===== config.mk =====
export PLATFORM = sky130hd
export DESIGN_NAME = bfd_negcycle_top
export DESIGN_NICKNAME = d
export VERILOG_FILES = /design/src/rtl/bfd_pkg.sv /design/src/rtl/bfd_sat_add.sv /design/src/rtl/bfd_edge_walker.sv /design/src/rtl/bfd_dist_store.sv /design/src/rtl/bfd_negcycle_top.sv
export SDC_FILE = /design/constraint.sdc
export NUM_CORES = 1
export LEC_CHECK = 0
export BUFFER_PORTS_ARGS = -buffer_cell sky130_fd_sc_hd__buf_2
export CORE_UTILIZATION = 40
export CTS_CLUSTER_SIZE = 14
export DETAILED_ROUTE_END_ITERATION = 8
export PLACE_DENSITY = 0.56
export SLEW_MARGIN = 15
export SYNTH_ARGS = -nofsm -noshare
export SYNTH_HDL_FRONTEND = slang
export SYNTH_SLANG_ARGS = --single-unit

===== constraint.sdc =====
create_clock -name clk -period 7.9 [get_ports clk]
set_input_delay 0.395 -clock clk [delete_from_list [all_inputs] [get_ports clk]]
set_output_delay 0.395 -clock clk [all_outputs]
set_load 0.01 [all_outputs]

===== src/rtl/bfd_pkg.sv =====
package bfd_pkg;

    // Controller states of the detector
    typedef enum logic [2:0] {
        S_IDLE  = 3'd0,
        S_INIT  = 3'd1,
        S_READ  = 3'd2,
        S_CMP   = 3'd3,
        S_WRITE = 3'd4,
        S_DONE  = 3'd5
    } bfd_state_t;

endpackage


===== src/rtl/bfd_sat_add.sv =====
module bfd_sat_add #(
    parameter int W = 16
) (
    input  logic signed [W-1:0] a,
    input  logic signed [W-1:0] b,
    output logic signed [W-1:0] sum
);
    localparam logic signed [W-1:0] POS_INF = {1'b0, {(W-1){1'b1}}};
    localparam logic signed [W-1:0] NEG_MIN = {1'b1, {(W-1){1'b0}}};

    logic signed [W:0] wide;

    always_comb begin
        wide = {a[W-1], a} + {b[W-1], b};
        if (a == POS_INF || b == POS_INF) begin
            sum = POS_INF;
        end else if (wide[W] != wide[W-1]) begin
            // overflow: the extra sign bit tells the direction
            sum = wide[W] ? NEG_MIN : POS_INF;
        end else begin
            sum = wide[W-1:0];
        end
    end
endmodule


===== src/rtl/bfd_edge_walker.sv =====
module bfd_edge_walker #(
    parameter int NUM_V = 8,
    parameter int VW    = 4
) (
    input  logic          clk,
    input  logic          rst_n,
    input  logic          clear,
    input  logic          step,
    output logic [VW-1:0] row,
    output logic [VW-1:0] col,
    output logic          check_pass,
    output logic          last_edge
);
    localparam int PW = (NUM_V > 2) ? $clog2(NUM_V) : 1;
    localparam logic [VW-1:0] LAST_V = VW'(NUM_V - 1);
    localparam logic [PW-1:0] LAST_P = PW'(NUM_V - 1);

    logic [PW-1:0] pass_q;

    always_ff @(posedge clk or negedge rst_n) begin
        if (!rst_n) begin
            row    <= '0;
            col    <= '0;
            pass_q <= '0;
        end else if (clear) begin
            row    <= '0;
            col    <= '0;
            pass_q <= '0;
        end else if (step) begin
            if (col == LAST_V) begin
                col <= '0;
                if (row == LAST_V) begin
                    row    <= '0;
                    pass_q <= pass_q + 1'b1;
                end else begin
                    row <= row + 1'b1;
                end
            end else begin
                col <= col + 1'b1;
            end
        end
    end

    assign check_pass = (pass_q == LAST_P);
    assign last_edge  = check_pass && (row == LAST_V) && (col == LAST_V);
endmodule


===== src/rtl/bfd_dist_store.sv =====
module bfd_dist_store #(
    parameter int NUM_V = 8,
    parameter int W     = 16,
    parameter int VW    = 4
) (
    input  logic                clk,
    input  logic                rst_n,
    input  logic                init_en,
    input  logic [VW-1:0]       init_src,
    input  logic                wr_en,
    input  logic [VW-1:0]       wr_idx,
    input  logic signed [W-1:0] wr_dist,
    input  logic [VW-1:0]       wr_pred,
    input  logic [VW-1:0]       rd_a_idx,
    output logic signed [W-1:0] rd_a_dist,
    input  logic [VW-1:0]       rd_b_idx,
    output logic signed [W-1:0] rd_b_dist,
    input  logic [VW-1:0]       q_idx,
    output logic signed [W-1:0] q_dist,
    output logic [VW-1:0]       q_pred
);
    localparam logic signed [W-1:0] POS_INF = {1'b0, {(W-1){1'b1}}};
    localparam logic [VW-1:0]       NO_PRED = {VW{1'b1}};

    logic signed [W-1:0] dist_r [NUM_V];
    logic [VW-1:0]       pred_r [NUM_V];

    for (genvar v = 0; v < NUM_V; v++) begin : g_vertex
        always_ff @(posedge clk or negedge rst_n) begin
            if (!rst_n) begin
                dist_r[v] <= POS_INF;
                pred_r[v] <= NO_PRED;
            end else if (init_en) begin
                dist_r[v] <= (init_src == VW'(v)) ? '0 : POS_INF;
                pred_r[v] <= NO_PRED;
            end else if (wr_en && wr_idx == VW'(v)) begin
                dist_r[v] <= wr_dist;
                pred_r[v] <= wr_pred;
            end
        end
    end

    always_comb begin
        rd_a_dist = POS_INF;
        rd_b_dist = POS_INF;
        q_dist    = POS_INF;
        q_pred    = NO_PRED;
        for (int v = 0; v < NUM_V; v++) begin
            if (rd_a_idx == VW'(v)) rd_a_dist = dist_r[v];
            if (rd_b_idx == VW'(v)) rd_b_dist = dist_r[v];
            if (q_idx == VW'(v)) begin
                q_dist = dist_r[v];
                q_pred = pred_r[v];
            end
        end
    end
endmodule


===== src/rtl/bfd_negcycle_top.sv =====
module bfd_negcycle_top
    import bfd_pkg::*;
#(
    parameter int NUM_V = 8,
    parameter int W     = 16,
    localparam int VW   = $clog2(NUM_V + 1)
) (
    input  logic                clk,
    input  logic                rst_n,
    input  logic                start,
    input  logic [VW-1:0]       src_sel,
    output logic                mat_rd_en,
    output logic [VW-1:0]       mat_rd_row,
    output logic [VW-1:0]       mat_rd_col,
    input  logic signed [W-1:0] mat_rd_data,
    output logic                done,
    output logic                cycle_found,
    output logic [VW-1:0]       bad_vertex,
    input  logic [VW-1:0]       q_idx,
    output logic signed [W-1:0] q_dist,
    output logic [VW-1:0]       q_pred
);
    bfd_state_t state, state_nxt;

    logic [VW-1:0]       src_q;
    logic [VW-1:0]       row, col;
    logic                check_pass, last_edge;
    logic                walk_clear, walk_step;
    logic                init_en;
    logic                upd_en;
    logic signed [W-1:0] upd_dist;
    logic signed [W-1:0] src_dist, dst_dist;
    logic signed [W-1:0] cand;
    logic                better;
    logic signed [W-1:0] cand_q;
    logic                better_q;
    logic                found_run;
    logic [VW-1:0]       bad_run;
    logic                test_hit;

    bfd_edge_walker #(.NUM_V(NUM_V), .VW(VW)) u_walker (
        .clk        (clk),
        .rst_n      (rst_n),
        .clear      (walk_clear),
        .step       (walk_step),
        .row        (row),
        .col        (col),
        .check_pass (check_pass),
        .last_edge  (last_edge)
    );

    bfd_dist_store #(.NUM_V(NUM_V), .W(W), .VW(VW)) u_store (
        .clk       (clk),
        .rst_n     (rst_n),
        .init_en   (init_en),
        .init_src  (src_q),
        .wr_en     (upd_en),
        .wr_idx    (col),
        .wr_dist   (upd_dist),
        .wr_pred   (row),
        .rd_a_idx  (row),
        .rd_a_dist (src_dist),
        .rd_b_idx  (col),
        .rd_b_dist (dst_dist),
        .q_idx     (q_idx),
        .q_dist    (q_dist),
        .q_pred    (q_pred)
    );

    bfd_sat_add #(.W(W)) u_add (
        .a   (src_dist),
        .b   (mat_rd_data),
        .sum (cand)
    );

    // a stored zero marks an absent edge
    assign better   = (mat_rd_data != '0) && (cand < dst_dist);
    assign upd_dist = cand_q;
    assign test_hit = check_pass && better_q;

    // state register
    always_ff @(posedge clk or negedge rst_n) begin
        if (!rst_n) state <= S_IDLE;
        else        state <= state_nxt;
    end

    // next-state logic
    always_comb begin
        state_nxt = state;
        unique case (state)
            S_IDLE:  if (start) state_nxt = S_INIT;
            S_INIT:  state_nxt = S_READ;
            S_READ:  state_nxt = S_CMP;
            S_CMP:   state_nxt = S_WRITE;
            S_WRITE: state_nxt = last_edge ? S_DONE : S_READ;
            S_DONE:  state_nxt = S_IDLE;
            default: state_nxt = S_IDLE;
        endcase
    end

    // state-decoded outputs and strobes
    always_comb begin
        mat_rd_en  = 1'b0;
        done       = 1'b0;
        walk_clear = 1'b0;
        walk_step  = 1'b0;
        init_en    = 1'b0;
        upd_en     = 1'b0;
        unique case (state)
            S_IDLE:  ;
            S_INIT: begin
                init_en    = 1'b1;
                walk_clear = 1'b1;
            end
            S_READ:  mat_rd_en = 1'b1;
            S_CMP:   ;
            S_WRITE: begin
                walk_step = 1'b1;
                upd_en    = better_q && !check_pass;
            end
            S_DONE:  done = 1'b1;
            default: ;
        endcase
    end

    assign mat_rd_row = row;
    assign mat_rd_col = col;

    // datapath registers
    always_ff @(posedge clk or negedge rst_n) begin
        if (!rst_n) begin
            src_q       <= '0;
            cand_q      <= '0;
            better_q    <= 1'b0;
            found_run   <= 1'b0;
            bad_run     <= '0;
            cycle_found <= 1'b0;
            bad_vertex  <= '0;
        end else begin
            if (state == S_IDLE && start) src_q <= src_sel;
            if (state == S_INIT) begin
                found_run <= 1'b0;
                bad_run   <= '0;
            end
            if (state == S_CMP) begin
                cand_q   <= cand;
                better_q <= better;
            end
            if (state == S_WRITE) begin
                if (test_hit && !found_run) begin
                    found_run <= 1'b1;
                    bad_run   <= col;
                end
                if (last_edge) begin
                    cycle_found <= found_run || test_hit;
                    if (found_run)     bad_vertex <= bad_run;
                    else if (test_hit) bad_vertex <= col;
                    else               bad_vertex <= '0;
                end
            end
        end
    end
endmodule


==> Word-level counts from Yosys, hierarchy flattened <==
Cells that the tools add are included.
{ "totals": {"reg_bits": 205, "input_bits": 27, "output_inout_bits": 35, "word_cells": 211} }
{ "op_classes": {"addsub": 4, "magnitude_cmp": 1, "eq_ne": 38, "n_mux": 102, "n_reduce_logical": 39} }
{ "op_table": {"columns": ["cell", "count"], "rows": [
  ["$mux W16", 43],
  ["$mux W4", 36],
  ["$mux W15", 8],
  ["$eq A4 B3 Y1 const B", 16],
  ["$eq A16 B16 Y1 const B", 2],
  ["$eq A4 B2 Y1 const B", 8],
  ["$reduce_bool A2 Y1", 11],
  ["$mux W3", 6],
  ["$add A16 B16 Y17", 1],
  ["$eq A4 B1 Y1 const B", 4],
  ["$logic_not A4 Y1", 4],
  ["$lt A16 B16 Y1", 1],
  ["$reduce_bool A16 Y1", 1],
  ["$logic_and A1 B1 Y1", 15],
  ["$pmux W3 S5", 1],
  ["$eq A3 B3 Y1 const B", 3],
  ["$add A4 B1 Y4 const B", 2],
  ["$mux W1", 8],
  ["$eq A3 B2 Y1 const B", 2],
  ["$reduce_and A2 Y1", 2],
  ["$add A3 B1 Y3 const B", 1],
  ["$eq A3 B1 Y1 const B", 1],
  ["$logic_not A3 Y1", 1],
  ["$reduce_and A3 Y1", 1],
  ["other kinds (4)", 6]
]} }

==> Longest topological paths before layout <==
{ "logic_depth": {"ltp_word": 15, "depth_mapped": 31, "ltp_nobuf": 29} }

==> Cells and area by module <==
A second synthesis with hierarchy kept.
{ "unflattened": {"hier_cells": 1485, "hier_area_um2": 13954.6} }
{ "modules_own_cells": {"columns": ["module", "instances", "cells_each", "area_per_inst_um2", "seq_area_each_um2"], "rows": [
  ["bfd_dist_store", 1, 1103, 10299.9, 4194.0],
  ["bfd_negcycle_top", 1, 171, 1814.2, 850.8],
  ["bfd_sat_add", 1, 151, 1229.9, 0.0],
  ["bfd_edge_walker", 1, 60, 610.6, 275.3]
]} }

==> Worst setup path before layout <==
OpenSTA, ideal clock, no wires.
{ "synth_timing": {"path_kind": "flip-flop to flip-flop", "startpoint": "register u_walker.row[1]", "endpoint": "register better_q", "setup_ps": 131, "arrival_ps": 6736, "t_required_ps": 7769, "setup_slack_ps": 1033, "stages_incl_launch_ff": 31, "path_buffers": 3, "period_less_slack_ps": 6867, "path_cell_list": "dfrtp_1 > clkinv_1 > ha_1 > buf_2 > clkbuf_1 > o311ai_0 > a31oi_1 > o22a_1 > ha_1 > a21o_1 > a21oi_1 > nor2_1 > o41a_1 > a41oi_1 > a21oi_1 > a21o_1 > a21oi_1 > xnor2_1 > ha_1 > buf_1 > o21ai_0 > ha_1 > a21o_1 > a21o_1 > a21oi_1 > nor2_1 > a2111oi_0 > o21ai_0 > a2111oi_0 > a311o_1 > o211ai_1"} }
{ "synth_between": {"elab_chain_len": 15, "elab_cells_between_ends": 25, "classes_between": "1 x add/sub; 1 x order compare; 9 x eq/ne; 11 x mux; 3 x reduce/logical"} }
{ "synth_lines": {"columns": ["element", "line", "text"], "rows": [
  ["from (decl)", "bfd_edge_walker.sv:9", "output logic [VW-1:0] row,"],
  ["from (signal assigned)", "bfd_edge_walker.sv:36", "row <= row + 1'b1;"],
  ["$logic_not A4 Y1", "bfd_dist_store.sv:49", "if (rd_a_idx == VW'(v)) rd_a_dist = dist_r[v];"],
  ["$mux W16 (7 in series)", "bfd_dist_store.sv:49", null],
  ["$mux W16 *", "bfd_dist_store.sv:49", null],
  ["$add A16 B16 Y17", "bfd_sat_add.sv:14", "wide = {a[W-1], a} + {b[W-1], b};"],
  ["$mux W16 / $ne A1 B1 Y1 (equally long branches)", "bfd_sat_add.sv:19, bfd_sat_add.sv:17", null],
  ["$mux W16", "bfd_sat_add.sv:17", "end else if (wide[W] != wide[W-1]) begin"],
  ["$mux W16 *", "bfd_sat_add.sv:15", "if (a == POS_INF || b == POS_INF) begin"],
  ["named net cand[9]", "bfd_negcycle_top.sv:33", "logic signed [W-1:0] cand;"],
  ["$lt A16 B16 Y1 *", "bfd_negcycle_top.sv:77", "assign better = (mat_rd_data != '0) && (cand < dst_dist);"],
  ["$logic_and A1 B1 Y1 *", "bfd_negcycle_top.sv:77", null],
  ["to (signal assigned)", "bfd_negcycle_top.sv:147", "better_q <= better;"],
  ["to (decl)", "bfd_negcycle_top.sv:36", "logic better_q;"]
]} }
The timed path passes the listed nets; every way through them passes the cells marked *.
A chain may end at the register's enable or synchronous reset.

==> Worst setup path in the final report <==
Ends and elaborated chain as after synthesis.

==> run_results.csv <==
group,metric,value,unit
drt,first_pass_iters,5,
placed_design,dp_slack,301,ps
clock_tree,worstSkewPairLatency,550,ps
synthesis,ys_seq_elements,205,
synthesis,syn_inst,1504,
drt,via_per_inst,6.54,
placed_design,port_buffers,61,
global_routing,antenna_found_initial,0,
synthesis,ys.flop_type,"dfstp_2",
sta,setup_viol,0,
pwr,p_per_area,444,mW/mm^2
synthesis,async_flop_share,100,%
clock_tree,cts_buffers,25,
synthesis,syn_avg_cell_area,8.43,sq um
critical_path,end_kind,"flop",
global_routing,grt_pass1_wl,76800,um
drt,drt_iter0_drc,1641,
critical_path,path_delay_family,"compound AO/OA/AOI/OAI gates",
drt,antenna_left,0,
critical_path,cpMostUsedCell,"ha_1",
die,ios,62,
outcome,status,"completed",
sta,fin_crit_sh,94.0,%
synthesis,yosys_warnings,0,
sta,skew,25.6,ps
drt,drc,0,
synthesis,synth_edf_count,0,
clock_tree,ctsHtreeMaxLevel,1,
critical_path,crit_type,"flop to flop",
sta,hold_violations,0,
die,num_rows,64,
clock_tree,clkTransAtPathRegs,60,ps
pwr,finalPower,6.37,mW
sta,tightest_slew,1260,ps
clock_tree,numClockSinks,205,
clock_tree,cts_tree,"built",
synthesis,yosysUniqueCellTypes,65,
layout,syn_to_final_growth,13.1,%
drt,wl_per_cell,26.3,um
die,die_y,180,um
layout,final_nets,1596,
critical_path,slowest_delay,450,ps
pwr,max-vdd-ir-drop,230,uV
die,core,0.0309,sq mm
critical_path,r2r_setup_slack,470,ps
critical_path,path_max_fanout,18,
critical_path,arrival,7850,ps
die,chipWidth,180,um
sta,relSlewSlack,15.5,%
clock_tree,cts_buffer_depth,3,
synthesis,synth_fp_nets,1575,
critical_path,worstSetupStartpointType,"flop",
clock_tree,cts-root-buf,"clkbuf_16",
sta,fmax,0.135,GHz
layout,n_fill_cell,3039,
global_routing,grt_pass1_vias,11900,
placed_design,dp_hpwl,34100,um
pwr,leakage,5.51,nW
synthesis,netlist_area,0.0127,sq mm
placed_design,gp_congestion,0.975,
die,start_util,41.0,%
drt,wl,51100,um
global_routing,grt_max_degree,77,
sta,fin_tns_setup,0,ps
sta,rsz0062_at_grt,"no",
job,maxCapViolCount,0,
global_routing,grt_overflow_total,0,
layout,insertedDiodeCount,0,
sta,report.final.slew_viol_count,0,
drt,num_vias,12700,
sta,setup_slack,473,ps
critical_path,slowest_stage,"dfrtp_1",
min_path,hp-class,"input port to flop",
global_routing,grt_usage,31.1,%
critical_path,worst-path-buf-inv,3,
layout,layout-drive-gt1-share,22.0,%
clock_tree,postCtsSetupRepairBufs,0,
sta,post-route-min-period,7430,ps
die,die-area,0.0324,sq mm
synthesis,ys_seq_area_share,41.9,%
critical_path,crit_required,8320,ps
-- synthesized netlist by cell type, types with 4 or more instances --
cell type,number,share of area (%)
xor2_1,6,0.41
nor3_1,21,0.83
nand3_1,28,1.1
nand3b_1,5,0.30
o22ai_1,69,3.4
a21o_1,5,0.30
o21ai_2,6,0.41
nor2b_1,11,0.54
nand4_1,11,0.54
o311ai_0,29,2.0
and2_1,8,0.39
a21oi_1,202,8.0
xnor2_1,9,0.62
nand2_1,163,4.8
buf_2,8,0.32
nand2b_1,42,2.1
inv_1,14,0.41
mux2_2,18,1.6
o31ai_1,9,0.53
clkbuf_1,91,2.7
o211ai_1,20,1.2
o221ai_1,14,0.97
nor2_1,201,5.9
a22oi_1,19,1.1
ha_1,43,4.2
a31oi_1,19,0.94
o41ai_1,5,0.35
o21ai_0,107,4.2
o22a_1,30,2.1
nor3b_1,4,0.24
buf_1,6,0.18
nor4_1,9,0.44
dfstp_2,152,31
mux2i_1,17,1.3
dfrtp_1,53,10
-- cells in the final DEF (no fill, tap or decap), types with 38 or more instances in the layout --
master,instances
o22ai_1,69
a21oi_1,202
nand2b_1,42
buf_4,38
o21ai_0,106
nand2_1,163
dfstp_2,152
nor2_1,200
ha_1,43
dfrtp_1,53
buf_2,60
-- where the power goes --
| group | total [mW] | leakage [nW] | switching, mW | internal (mW) |
|---|---|---|---|---|
| Clock | 1.24 | 0.440 | 0.480 | 0.759 |
| Combinational | 2.85 | 2.80 | 1.80 | 1.05 |
| Sequential | 2.28 | 2.28 | 0.608 | 1.68 |
-- sequential cells by signal (all words and copies together), names as in the netlist --
signal and flops:
state 3, u_walker.col 4, bad_run 4, found_run 1, cycle_found 1, bad_vertex 4, src_q 4, u_store.dist_r 128
cand_q 16, better_q 1, u_walker.row 4, u_store.pred_r 32, u_walker.pass_q 3
-- per-layer routing --
metal / up-vias / routed length, um / share of wire, % / track usage [%]
li1: 5563 / - / - / -
met1: 6252 / 21700 / 42 / 43.4
met2: 721 / 22200 / 43 / 46.8
met3: 147 / 5290 / 10 / 7.19
met4: 0 / 1970 / 3.9 / 11.7
met5: - / 0 / 0 / 0
-- path summary, 6_finish.rpt --
kind	start	end	cells past startpoint
worst min-delay path	src_sel[0]	src_q[0]$_DFFE_PN0P_	2
min in group asynchronous	rst_n	u_store.dist_r[47]$_DFFE_PN0P_	2
max in group asynchronous	rst_n	cand_q[10]$_DFFE_PN0P_	3
worst max-delay path	u_walker.row[1]$_DFFE_PN0P_	better_q$_DFFE_PN0P_	28
worst max register to register	u_walker.row[1]$_DFFE_PN0P_	better_q$_DFFE_PN0P_	28
worst min register to register	u_store.pred_r[27]$_DFFE_PN1P_	u_store.pred_r[27]$_DFFE_PN1P_	2
-- kinds of logic (layout without fill, tap and decap cells) --
| family | count (synthesis) | count (layout) | synth area share [%] |
|---|---|---|---|
| flops | 205 | 205 | 41.9 |
| simple gates | 518 | 518 | 18.2 |
| xor+xnor | 15 | 15 | 1.04 |
| mux | 36 | 36 | 3.06 |
| compound gates | 564 | 564 | 27.6 |
| buf+inv | 122 | 162 | 3.75 |
| fa+ha+maj | 44 | 44 | 4.40 |
-- final cells by class --
type                    instances  area [sq um]  area share [%]
multi-input cells            1177          6970            48.6
flip-flops and latches        205          5320            37.1
clock buffers                  33           706            4.92
repair buffers                100           609            4.25
well taps                     396           495            3.46
clock inverters                13           176            1.23
inverters                      16          63.8           0.445
-- through the flow --
step | std cells | hold slack [ps] | util (%) | area, sq um
global route | 1940 | 71.5 | 46.4 | 14300
CTS | 1940 | 68.9 | 46.3 | 14300
global placement | 1893 | 408 | 43.4 | 13400
floorplan | 1504 | 99.4 | - | 12700
finish | 1940 | 79.9 | 46.4 | 14300
detailed placement | 1893 | 406 | 43.4 | 13400
-- what timing repair did --
item / CTS / global route
gates resized for setup: 0 / 3
hold buffers: 1 / 0
setup endpoints to repair: 0 / 1
endpoints found under the hold margin: 12 / 0
No activity file was read; power rests on OpenSTA's default activity.
